--- src/rtl/pgwalk_pkg.sv ---
package pgwalk_pkg;

    localparam int B_RES    = 0;   // page entry resident
    localparam int B_TVALID = 1;   // table entry valid
    localparam int B_WP     = 2;   // write protect
    localparam int B_USED   = 3;   // used (referenced)
    localparam int B_MOD    = 4;   // modified (dirty)
    localparam int B_SUP    = 7;   // supervisor only

    typedef enum logic [2:0] {
        ST_IDLE  = 3'd0,
        ST_ROOT  = 3'd1,
        ST_PTR   = 3'd2,
        ST_PAGE  = 3'd3,
        ST_INDIR = 3'd4,
        ST_WB    = 3'd5,
        ST_DONE  = 3'd6
    } walk_st_e;

endpackage

--- src/rtl/pgwalk_addr.sv ---
module pgwalk_addr #(
    parameter int ADDR_W = 32,
    parameter int PG_LSB = 12
) (
    input  logic [ADDR_W-PG_LSB-1:0] lpn,
    input  logic [ADDR_W-1:0]        root_ptr,
    input  logic [ADDR_W-1:0]        tbl_desc,
    input  logic                     big_page,
    output logic [ADDR_W-1:0]        root_a,
    output logic [ADDR_W-1:0]        ptr_a,
    output logic [ADDR_W-1:0]        page_a
);
    localparam int LW      = ADDR_W - PG_LSB;
    localparam int TBL_LSB = 9;   // root and pointer tables are 512-byte aligned
    localparam int PG4_LSB = 8;   // 64-entry page table
    localparam int PG8_LSB = 7;   // 32-entry page table

    logic [ADDR_W-1:0] page4_a;
    logic [ADDR_W-1:0] page8_a;
    logic              unused_bits;

    assign root_a  = {root_ptr[ADDR_W-1:TBL_LSB], lpn[LW-1:LW-7], 2'b00};
    assign ptr_a   = {tbl_desc[ADDR_W-1:TBL_LSB], lpn[LW-8:LW-14], 2'b00};
    assign page4_a = {tbl_desc[ADDR_W-1:PG4_LSB], lpn[5:0], 2'b00};
    assign page8_a = {tbl_desc[ADDR_W-1:PG8_LSB], lpn[5:1], 2'b00};
    assign page_a  = big_page ? page8_a : page4_a;

    assign unused_bits = ^{root_ptr[TBL_LSB-1:0], tbl_desc[PG8_LSB-1:0]};

endmodule

--- src/rtl/pgwalk_mark.sv ---
module pgwalk_mark
    import pgwalk_pkg::*;
#(
    parameter int ADDR_W = 32
) (
    input  logic [ADDR_W-1:0] raw,
    input  logic              wp_acc,
    input  logic              is_write,
    input  logic              is_super,
    output logic [ADDR_W-1:0] upd,
    output logic              need_wb,
    output logic              fault
);
    logic [ADDR_W-1:0] merged;

    always_comb begin
        merged        = raw;
        merged[B_WP]  = raw[B_WP] | wp_acc;
        upd           = merged;
        need_wb       = 1'b0;
        fault         = 1'b0;
        if (!raw[B_RES]) begin
            upd   = raw;
            fault = 1'b1;
        end else begin
            fault = !is_super && merged[B_SUP];
            if (is_write && !merged[B_WP]) begin
                need_wb     = !(merged[B_USED] && merged[B_MOD]);
                upd[B_USED] = 1'b1;
                upd[B_MOD]  = 1'b1;
            end else begin
                need_wb     = !merged[B_USED];
                upd[B_USED] = 1'b1;
            end
        end
    end

endmodule

--- src/rtl/pgwalk_top.sv ---
module pgwalk_top
    import pgwalk_pkg::*;
#(
    parameter int ADDR_W = 32,
    parameter int PG_LSB = 12
) (
    input  logic                     clk,
    input  logic                     rst_n,
    input  logic                     req_valid,
    output logic                     req_ready,
    input  logic [ADDR_W-PG_LSB-1:0] req_lpage,
    input  logic                     req_super,
    input  logic                     req_write,
    input  logic                     page_8k,
    input  logic [ADDR_W-1:0]        user_root,
    input  logic [ADDR_W-1:0]        super_root,
    output logic                     mem_req,
    output logic                     mem_we,
    output logic [ADDR_W-1:0]        mem_addr,
    output logic [ADDR_W-1:0]        mem_wdata,
    input  logic                     mem_ready,
    input  logic [ADDR_W-1:0]        mem_rdata,
    input  logic                     mem_err,
    output logic                     rsp_valid,
    output logic [ADDR_W-1:0]        rsp_desc,
    output logic                     rsp_fault
);
    localparam int LW = ADDR_W - PG_LSB;

    typedef struct packed {
        walk_st_e          st;
        walk_st_e          ret;
        logic [LW-1:0]     lpn;
        logic              sup;
        logic              wr;
        logic              big;
        logic              wp;
        logic [ADDR_W-1:0] addr;
        logic [ADDR_W-1:0] nxt;
        logic [ADDR_W-1:0] wdata;
        logic [ADDR_W-1:0] desc;
        logic              fault;
    } walk_s;

    walk_s q, d;

    logic [LW-1:0]     va_sel;
    logic [ADDR_W-1:0] root_sel;
    logic [ADDR_W-1:0] root_a, ptr_a, page_a;
    logic [ADDR_W-1:0] mk_desc;
    logic              mk_wb, mk_fault;
    walk_st_e          nxt_st;
    logic [ADDR_W-1:0] nxt_a;

    assign va_sel   = (q.st == ST_IDLE) ? req_lpage : q.lpn;
    assign root_sel = req_super ? super_root : user_root;

    pgwalk_addr #(.ADDR_W(ADDR_W), .PG_LSB(PG_LSB)) addr_i (
        .lpn      (va_sel),
        .root_ptr (root_sel),
        .tbl_desc (mem_rdata),
        .big_page (q.big),
        .root_a   (root_a),
        .ptr_a    (ptr_a),
        .page_a   (page_a)
    );

    pgwalk_mark #(.ADDR_W(ADDR_W)) mark_i (
        .raw      (mem_rdata),
        .wp_acc   (q.wp),
        .is_write (q.wr),
        .is_super (q.sup),
        .upd      (mk_desc),
        .need_wb  (mk_wb),
        .fault    (mk_fault)
    );

    always_comb begin
        d      = q;
        nxt_st = (q.st == ST_ROOT) ? ST_PTR : ST_PAGE;
        nxt_a  = (q.st == ST_ROOT) ? ptr_a : page_a;
        case (q.st)
            ST_IDLE: begin
                if (req_valid) begin
                    d.lpn   = req_lpage;
                    d.sup   = req_super;
                    d.wr    = req_write;
                    d.big   = page_8k;
                    d.wp    = 1'b0;
                    d.fault = 1'b0;
                    d.desc  = '0;
                    d.addr  = root_a;
                    d.st    = ST_ROOT;
                end
            end
            ST_ROOT, ST_PTR: begin
                if (mem_ready) begin
                    if (mem_err || !mem_rdata[B_TVALID]) begin
                        d.st    = ST_DONE;
                        d.fault = 1'b1;
                        d.desc  = '0;
                    end else begin
                        d.wp = q.wp | mem_rdata[B_WP];
                        if (!mem_rdata[B_USED]) begin
                            d.st           = ST_WB;
                            d.wdata        = mem_rdata;
                            d.wdata[B_USED] = 1'b1;
                            d.ret          = nxt_st;
                            d.nxt          = nxt_a;
                        end else begin
                            d.st   = nxt_st;
                            d.addr = nxt_a;
                        end
                    end
                end
            end
            ST_PAGE, ST_INDIR: begin
                if (mem_ready) begin
                    if (mem_err) begin
                        d.st    = ST_DONE;
                        d.fault = 1'b1;
                        d.desc  = '0;
                    end else if (q.st == ST_PAGE && mem_rdata[1:0] == 2'b10) begin
                        d.st   = ST_INDIR;
                        d.addr = {mem_rdata[ADDR_W-1:2], 2'b00};
                    end else begin
                        d.desc  = mk_desc;
                        d.fault = mk_fault;
                        if (mk_wb) begin
                            d.st    = ST_WB;
                            d.wdata = mk_desc;
                            d.ret   = ST_DONE;
                        end else begin
                            d.st = ST_DONE;
                        end
                    end
                end
            end
            ST_WB: begin
                if (mem_ready) begin
                    if (mem_err) begin
                        d.st    = ST_DONE;
                        d.fault = 1'b1;
                        d.desc  = '0;
                    end else begin
                        d.st   = q.ret;
                        d.addr = q.nxt;
                    end
                end
            end
            ST_DONE: d.st = ST_IDLE;
            default: d.st = ST_IDLE;
        endcase
    end

    always_ff @(posedge clk or negedge rst_n) begin
        if (!rst_n) begin
            q <= '0;
        end else begin
            q <= d;
        end
    end

    assign req_ready = (q.st == ST_IDLE);
    assign mem_req   = (q.st == ST_ROOT) || (q.st == ST_PTR) || (q.st == ST_PAGE) ||
                       (q.st == ST_INDIR) || (q.st == ST_WB);
    assign mem_we    = (q.st == ST_WB);
    assign mem_addr  = q.addr;
    assign mem_wdata = q.wdata;
    assign rsp_valid = (q.st == ST_DONE);
    assign rsp_desc  = q.desc;
    assign rsp_fault = q.fault;

endmodule

--- config.mk ---
export PLATFORM = sky130hd
export DESIGN_NAME = pgwalk_top
export DESIGN_NICKNAME = d
export VERILOG_FILES = /design/src/rtl/pgwalk_pkg.sv /design/src/rtl/pgwalk_addr.sv /design/src/rtl/pgwalk_mark.sv /design/src/rtl/pgwalk_top.sv
export SDC_FILE = /design/constraint.sdc
export NUM_CORES = 1
export LEC_CHECK = 0
export BUFFER_PORTS_ARGS = -buffer_cell sky130_fd_sc_hd__buf_2
export CAP_MARGIN = 10
export CORE_UTILIZATION = 49
export CTS_CLUSTER_DIAMETER = 100
export DETAILED_ROUTE_END_ITERATION = 7
export PLACE_DENSITY = 0.88
export SETUP_SLACK_MARGIN = 0.02
export SLEW_MARGIN = 15
export SYNTH_ARGS = -nofsm -noshare
export SYNTH_HDL_FRONTEND = slang
export SYNTH_SLANG_ARGS = --single-unit
--- constraint.sdc ---
create_clock -name clk -period 1.8 [get_ports clk]
set_input_delay 0 -clock clk [delete_from_list [all_inputs] [get_ports clk]]
set_output_delay 0 -clock clk [all_outputs]
set_load 0.03 [all_outputs]
==> run_results.csv, run 1 <==
group,metric,value,unit
run_status,status,"complete, but fails checks",
run_status,failed_checks,"setup timing",
floorplan,initial_core_util,50.3,%
worst_setup_path,crit_buf_inv,2,
detailed_routing,vias,9320,
worst_setup_path,slowest_delay,0.53,ns
synth,ys_seq_elements,155,
grt,grt_pass1_wl,47.8,mm
placed_design,postPlaceCellArea,0.0102,mm2
placed_design,gp_congestion,0.921,
timing,slew_headroom,61.8,%
timing,rsz0062_at_grt,"true",
worst_setup_path,crit_path_max_fanout,5,
detailed_routing,drtIter0Drc,1000,
cells_and_area,antennaDiodeCount,0,
synth,synth_top_cell_area_share,42.8,%
synth,syn_area,0.00906,mm2
synth,synth_top_flop_cell,"dfrtp_1",
timing,fmax,453,MHz
power,power_leakage,0.00649,uW
detailed_routing,wirelength,37.4,mm
synth,yosysWarnings,0,
synth,synthArstFlopShare,100,%
placed_design,dp_hpwl,18.2,mm
clocking,cts_tree,"yes",
worst_setup_path,r2r_start,"q[129]",
floorplan,die_area,0.0190,mm2
clocking,cts_sinks,155,
floorplan,pin_count,225,
power,powerDensity,2070,mW/mm2
detailed_routing,antenna_left,0,
timing,clock_skew,0.0153,ns
worst_setup_path,crit_top_cell,"buf_4",
worst_setup_path,cp_cell_sequence,"or4b_4 > o22ai_1 > nand4b_1 > o31ai_4 > buf_4 > buf_4 > mux2i_1",
synth,synth_common_cells,"dfrtp_1, nand2_1, buf_4",
cells_and_area,area_delta_synth_final,48.1,%
clocking,clockBufferDepth,2,
clocking,cts.htree.levels,4,
synth,syn_inst,950,
power,switching_share,45.1,%
power,cell_internal_pwr,15200,uW
timing,setup_slack,-0.408,ns
grt,overflow,0,
timing,finalHoldViolCount,0,
grt,grtUsageTotal,34.1,%
synth,yosysUniqueCellTypes,58,
detailed_routing,avgRoutedWirePerCell,25.9,um
timing,whs,0.0769,ns
power,power_frac_comb,63.8,%
floorplan,fp-row-count,49,
power,seqPwrFrac,22.7,%
job,max_cap_viol_count,0,
clocking,cts_buffers,17,
worst_setup_path,worst_ep_arrival_time,2.54,ns
placed_design,port_buffers,204,
cells_and_area,num-fill-cells,1042,
cells_and_area,nets,1328,
worst_setup_path,path_delay_family,"simple AND/OR/NAND/NOR gates",
worst_setup_path,r2r_end,"mem_wdata[18]",
power,clkPwrFrac,13.5,%
detailed_routing,drt_pre_antenna_iters,6,
power,power_switching,12500,uW
hold_path,hp-class,"primary input to async pin",
timing,min_period,2.21,ns
power,vdd_drop_max,1.52,mV
floorplan,die_y,138,um
cells_and_area,final_cell_area,0.0134,mm2
worst_setup_path,reg2reg_slack,-0.41,ns
cells_and_area,drive_gt1_share,47.2,%
worst_setup_path,worstSetupPathType,"register to register",
timing,finalCritPeriodShare,123,%
worst_setup_path,cp-start-kind,"register",
detailed_routing,via_per_inst,6.45,
clocking,clkLatencyLatePin,0.44,ns
worst_setup_path,crit_slowest_cell,"or4b_4",
synth,synth-edff-count,0,
floorplan,die_x,138,um
floorplan,core-area,0.0180,mm2
timing,worst_pin_slew,0.574,ns
clocking,cts-root-buf,"clkbuf_16",
worst_setup_path,end_kind,"register",
timing,drv_slew,0,
grt,antenna_found_initial,0,
grt,grt_max_degree,55,
synth,synth_area_leader_cell,"dfrtp_1",
worst_setup_path,reg2reg_depth,7,
detailed_routing,drc,0,
worst_setup_path,required,2.14,ns
timing,setup_violations,156,
clocking,cts.reportedPaths.clkPinSlew,0.07,ns
synth,avgSynthCellArea,9.54,um2
synth,ys_seq_area_share,42.8,%
grt,grt_pass1_vias,8769,
synth,synth.area.top_cells,"dfrtp_1, buf_4, mux2_2",
[power by group through the flow]
stage	clock network, uW	registers, uW	logic (uW)
6_report	3730	6310	17700
5_1_grt	3880	6430	18400
4_1_cts	3710	6050	14100
3_5_place_dp	0	6060	11400
3_3_place_gp	0	5970	11000
2_1_floorplan	0	5780	9030
[cell families (layout without fill, tap and decap cells)]
group	after synthesis	count (layout)	synth area share [%]
muxes	118	118	14.2
other	1	2	0.0414
AOI/OAI and AO/OA	239	239	18.2
DFF	155	155	42.8
and+or+nand+nor	232	232	11.6
buffers and inverters	205	471	13.2
[stage by stage]
stage / setup TNS (ns) / instances / worst slack [ns] / util, % / total power, uW
global placement: -10.85 / 1300 / -0.147 / 56.6 / 17000
finish: -30.66 / 1446 / -0.408 / 74.4 / 27800
detailed placement: -19.69 / 1300 / -0.261 / 56.6 / 17400
floorplan: -3.79 / 951 / -0.144 / - / 14800
CTS: -12.89 / 1427 / -0.157 / 68.7 / 23900
global route: -35.14 / 1446 / -0.431 / 74.4 / 28700
[layer usage]
layer / vias up / GRT usage (%) / share of wire [%] / routed length [um]
met3: 275 / 9.03 / 11 / 4110
met5: - / 0 / 0 / 0
met4: 0 / 20.3 / 7.9 / 2940
met1: 4442 / 39.6 / 34 / 12600
met2: 838 / 56.6 / 47 / 17700
li1: 3765 / - / - / -
[flip-flops by register name (all words and copies together) (netlist names)]
signal / flops
q: 60
mem_wdata: 32
mem_addr: 30
rsp_desc: 32
rsp_fault: 1
[repair_timing]
| item | CTS | global route |
|---|---|---|
| resized for setup | 114 | 200 |
| pin swaps | 19 | 52 |
| endpoints found under the hold margin | 255 | 0 |
| buffers inserted | 29 | 12 |
| hold buffers | 50 | 0 |
| endpoints found under the setup margin | 153 | 158 |
| cloned | 16 | 13 |
[placed cells by master (no fill, tap or decap), types with 4 or more instances in the layout]
master	count
buf_6	30
buf_12	21
a221oi_2	18
nand2b_1	7
o22ai_1	5
nand2_2	16
mux2i_1	56
mux2_4	52
o21ai_1	19
nor2_1	17
dfrtp_1	153
a221oi_4	6
buf_2	199
nand2_4	22
a21oi_1	36
o211a_1	24
a32oi_1	4
nand3b_1	6
o21ai_0	38
dlygate4sd3_1	50
buf_16	11
buf_4	72
o211ai_1	4
nand2_1	117
a21o_1	27
inv_1	34
nor2b_1	6
mux2_2	5
a31oi_1	7
clkinv_4	4
buf_8	9
clkbuf_16	28
nand3_1	4
o21ai_2	12
[cell type report]
type / instances / area, um2 / area share (%)
Clock buffer: 18 / 439 / 3.27
Clock inverter: 14 / 160 / 1.19
Inverter: 35 / 134 / 0.998
Multi-Input combinational cell: 591 / 5000 / 37.3
Sequential cell: 155 / 3880 / 28.9
Tap cell: 229 / 287 / 2.14
Timing Repair Buffer: 404 / 3510 / 26.2
[worst max-delay path by stage]
stage / slack (ns) / startpoint / cells past startpoint / endpoint
floorplan: -0.14 / q[129] / 5 / mem_wdata[1]
global placement: -0.15 / q[157] / 7 / rsp_desc[20]
detailed placement: -0.26 / q[157] / 7 / rsp_desc[14]
CTS: -0.16 / q[156] / 9 / mem_addr[26]
global route: -0.43 / q[129] / 7 / mem_wdata[18]
finish: -0.41 / q[129] / 7 / mem_wdata[18]
[worst reg2reg max path, delay by kind of cell, from the launching register on]
kind            cells  cell delay (ns)
buf+inv             2             0.35
simple gates        2             0.77
compound gates      2             0.32
mux                 1             0.27
flops               1             0.40
No activity file was read; power rests on OpenSTA's default activity.
==> inputs of run 2 (changes only) <==
Settings changed: CELL_PAD_IN_SITES_DETAIL_PLACEMENT set to 1, CELL_PAD_IN_SITES_GLOBAL_PLACEMENT set to 2, CORE_UTILIZATION 49 to 30, PLACE_DENSITY 0.88 to 0.89.
==> run_results.csv, run 2 (synthesis gave the netlist of run 1 again) <==
group,metric,value,unit
placed_design,dp_cells,1464,
worst_setup_path,reg2reg_depth,8,
worst_setup_path,worstSetupPathType,"register to register",
grt,grt_max_degree,57,
cells_and_area,layout_common_cells,"buf_2, dfrtp_1, nand2_1",
worst_setup_path,worst_ep_arrival_time,2.44,ns
clocking,clockBufferDepth,2,
worst_setup_path,cp-start-kind,"register",
placed_design,gp_congestion,0.840,
floorplan,die_x,176,um
worst_setup_path,crit_top_cell,"buf_6",
timing,fmax,472,MHz
cells_and_area,multi_input_area,0.00489,mm2
grt,grtUsageTotal,23.3,%
worst_setup_path,crit_slowest_cell,"dfrtp_2",
clocking,cts_tree,"yes",
detailed_routing,wirelength,37.5,mm
grt,overflow,0,
detailed_routing,drt_pre_antenna_iters,5,
cells_and_area,drive_gt1_share,47.3,%
cells_and_area,seqCellArea,0.00388,mm2
power,total_power,26800,uW
worst_setup_path,path_delay_family,"buffers and inverters",
worst_setup_path,cp_cell_sequence,"buf_6 > buf_6 > nand3b_1 > a211oi_2 > buf_4 > o221ai_4 > clkbuf_16 > mux2_4",
clocking,clkLatencyLatePin,0.44,ns
worst_setup_path,slowest_delay,0.44,ns
worst_setup_path,reg2reg_slack,-0.32,ns
run_status,failed_checks,"setup timing",
run_status,status,"complete, but fails checks",
timing,min_period,2.12,ns
cells_and_area,nets,1347,
worst_setup_path,r2r_start,"q[156]",
floorplan,core-area,0.0296,mm2
timing,clock_skew,0.0102,ns
worst_setup_path,critPathLaunch,"q[156]",
timing,finalCritPeriodShare,118,%
cells_and_area,largest_reg_flops,60,
worst_setup_path,crit_buf_inv,4,
placed_design,port_buffers,204,
timing,drv_slew,0,
worst_setup_path,end_kind,"register",
clocking,cts-root-buf,"clkbuf_16",
grt,grt_pass1_vias,9109,
cells_and_area,final_common_cell,"buf_2",
clocking,cts_sinks,155,
cells_and_area,num-fill-cells,3266,
floorplan,initial_core_util,30.6,%
timing,rsz0062_at_grt,"true",
worst_setup_path,worstSetupPathDepth,8,
grt,grt_pass1_wl,54.3,mm
floorplan,pin_count,225,
hold_path,hp-class,"primary input to async pin",
placed_design,dp_hpwl,21.3,mm
timing,setup_slack,-0.317,ns
clocking,cts_buffers,17,
power,powerDensity,1970,mW/mm2
clocking,cts.reportedPaths.clkPinSlew,0.08,ns
cells_and_area,top_register,"q",
power,vdd_drop_max,0.823,mV
clocking,cts.htree.levels,4,
detailed_routing,drtIter0Drc,521,
floorplan,die_y,176,um
timing,setup-tns-final,-30.68,ns
grt,antenna_found_initial,2,
detailed_routing,via_per_inst,5.24,
cells_and_area,instances_no_fill,1627,
job,max_cap_viol_count,0,
timing,finalHoldViolCount,0,
detailed_routing,avgRoutedWirePerCell,23.0,um
detailed_routing,antenna_left,0,
detailed_routing,drc,0,
worst_setup_path,crit_path_max_fanout,6,
floorplan,fp-row-count,63,
worst_setup_path,required,2.13,ns
worst_setup_path,timing.critical_path.to,"mem_addr[5]",
worst_setup_path,r2r_end,"mem_addr[5]",
timing,setup_violations,156,
cells_and_area,area_delta_synth_final,50.3,%
power,power_leakage,0.00649,uW
floorplan,die_area,0.0309,mm2
detailed_routing,vias,8519,
run 2: cell count changes in the layout (fill, tap and decap cells not counted), moves of 4 or more:
cell | before | now
clkbuf_16 | 28 | 21
nand2_4 | 22 | 13
buf_4 | 72 | 85
a221oi_2 | 18 | 23
nor2_4 | 2 | 7
nand2_2 | 16 | 11
buf_6 | 30 | 41
nand2_1 | 117 | 131
a221oi_4 | 6 | 2
run 2: how the worst min path moves through the flow:
stage | cells after the start | slack (ns) | start | endpoint
after floorplan | 0 | -0.30 | rst_n | mem_addr[10]
after global placement | 1 | -0.08 | rst_n | rsp_desc[9]
after detailed placement | 1 | -0.08 | rst_n | rsp_desc[9]
after CTS | 3 | 0.004 | req_valid | q[156]
after global routing | 2 | 0.02 | rst_n | rsp_desc[9]
final | 2 | 0.006 | rst_n | rsp_desc[9]
run 2: repair_timing:
item                                   4_1_cts  5_1_grt
hold buffers                                51        0
setup buffers                               55       15
pin swaps                                   29       28
gates cloned                                13        4
endpoints found under the hold margin      255        0
resized for setup                          182      127
setup endpoints to repair                  156      159
run 2: final cells by class:
type / instances / area share [%]
Antenna cell: 1 / 0.0184
Clock buffer: 17 / 3.12
Clock inverter: 15 / 1.11
Inverter: 35 / 1.01
Multi-Input combinational cell: 591 / 35.9
Sequential cell: 155 / 28.5
Tap cell: 390 / 3.58
Timing Repair Buffer: 423 / 26.7
run 2: through the flow:
| stage | hold slack (ns) | util (%) | setup WS, ns | instance area (um2) |
|---|---|---|---|---|
| final | 0.00600 | 45.9 | -0.317 | 13600 |
| after floorplan | -0.296 | - | -0.144 | 9140 |
| after CTS | 0.00389 | 43.7 | -0.254 | 12900 |
| after global placement | -0.0805 | 35.1 | -0.270 | 10400 |
| after global routing | 0.0165 | 45.9 | -0.348 | 13600 |
| after detailed placement | -0.0829 | 35.1 | -0.292 | 10400 |
run 2: layer usage:
layer | wire, um | GRT usage (%) | part of all wire (%)
met5 | 8 | 0 | 0.021
met4 | 1480 | 10.4 | 4.0
met3 | 1810 | 4.37 | 4.8
met2 | 19200 | 40.6 | 51
met1 | 15000 | 27.6 | 40
run 2: power by group:
part           total [uW]  internal, uW  switching [uW]
sequential           6200          5080            1130
clock                3640          1860            1790
combinational       17000          7830            9130
run 2: worst register-to-register path: cells and delay by family, from the launching register on:
| family | cells | cell delay (ns) |
|---|---|---|
| buffers and inverters | 4 | 0.69 |
| AO/OA/AOI/OAI | 2 | 0.48 |
| flip-flops | 1 | 0.44 |
| multiplexers | 1 | 0.30 |
| AND/OR/NAND/NOR | 1 | 0.12 |
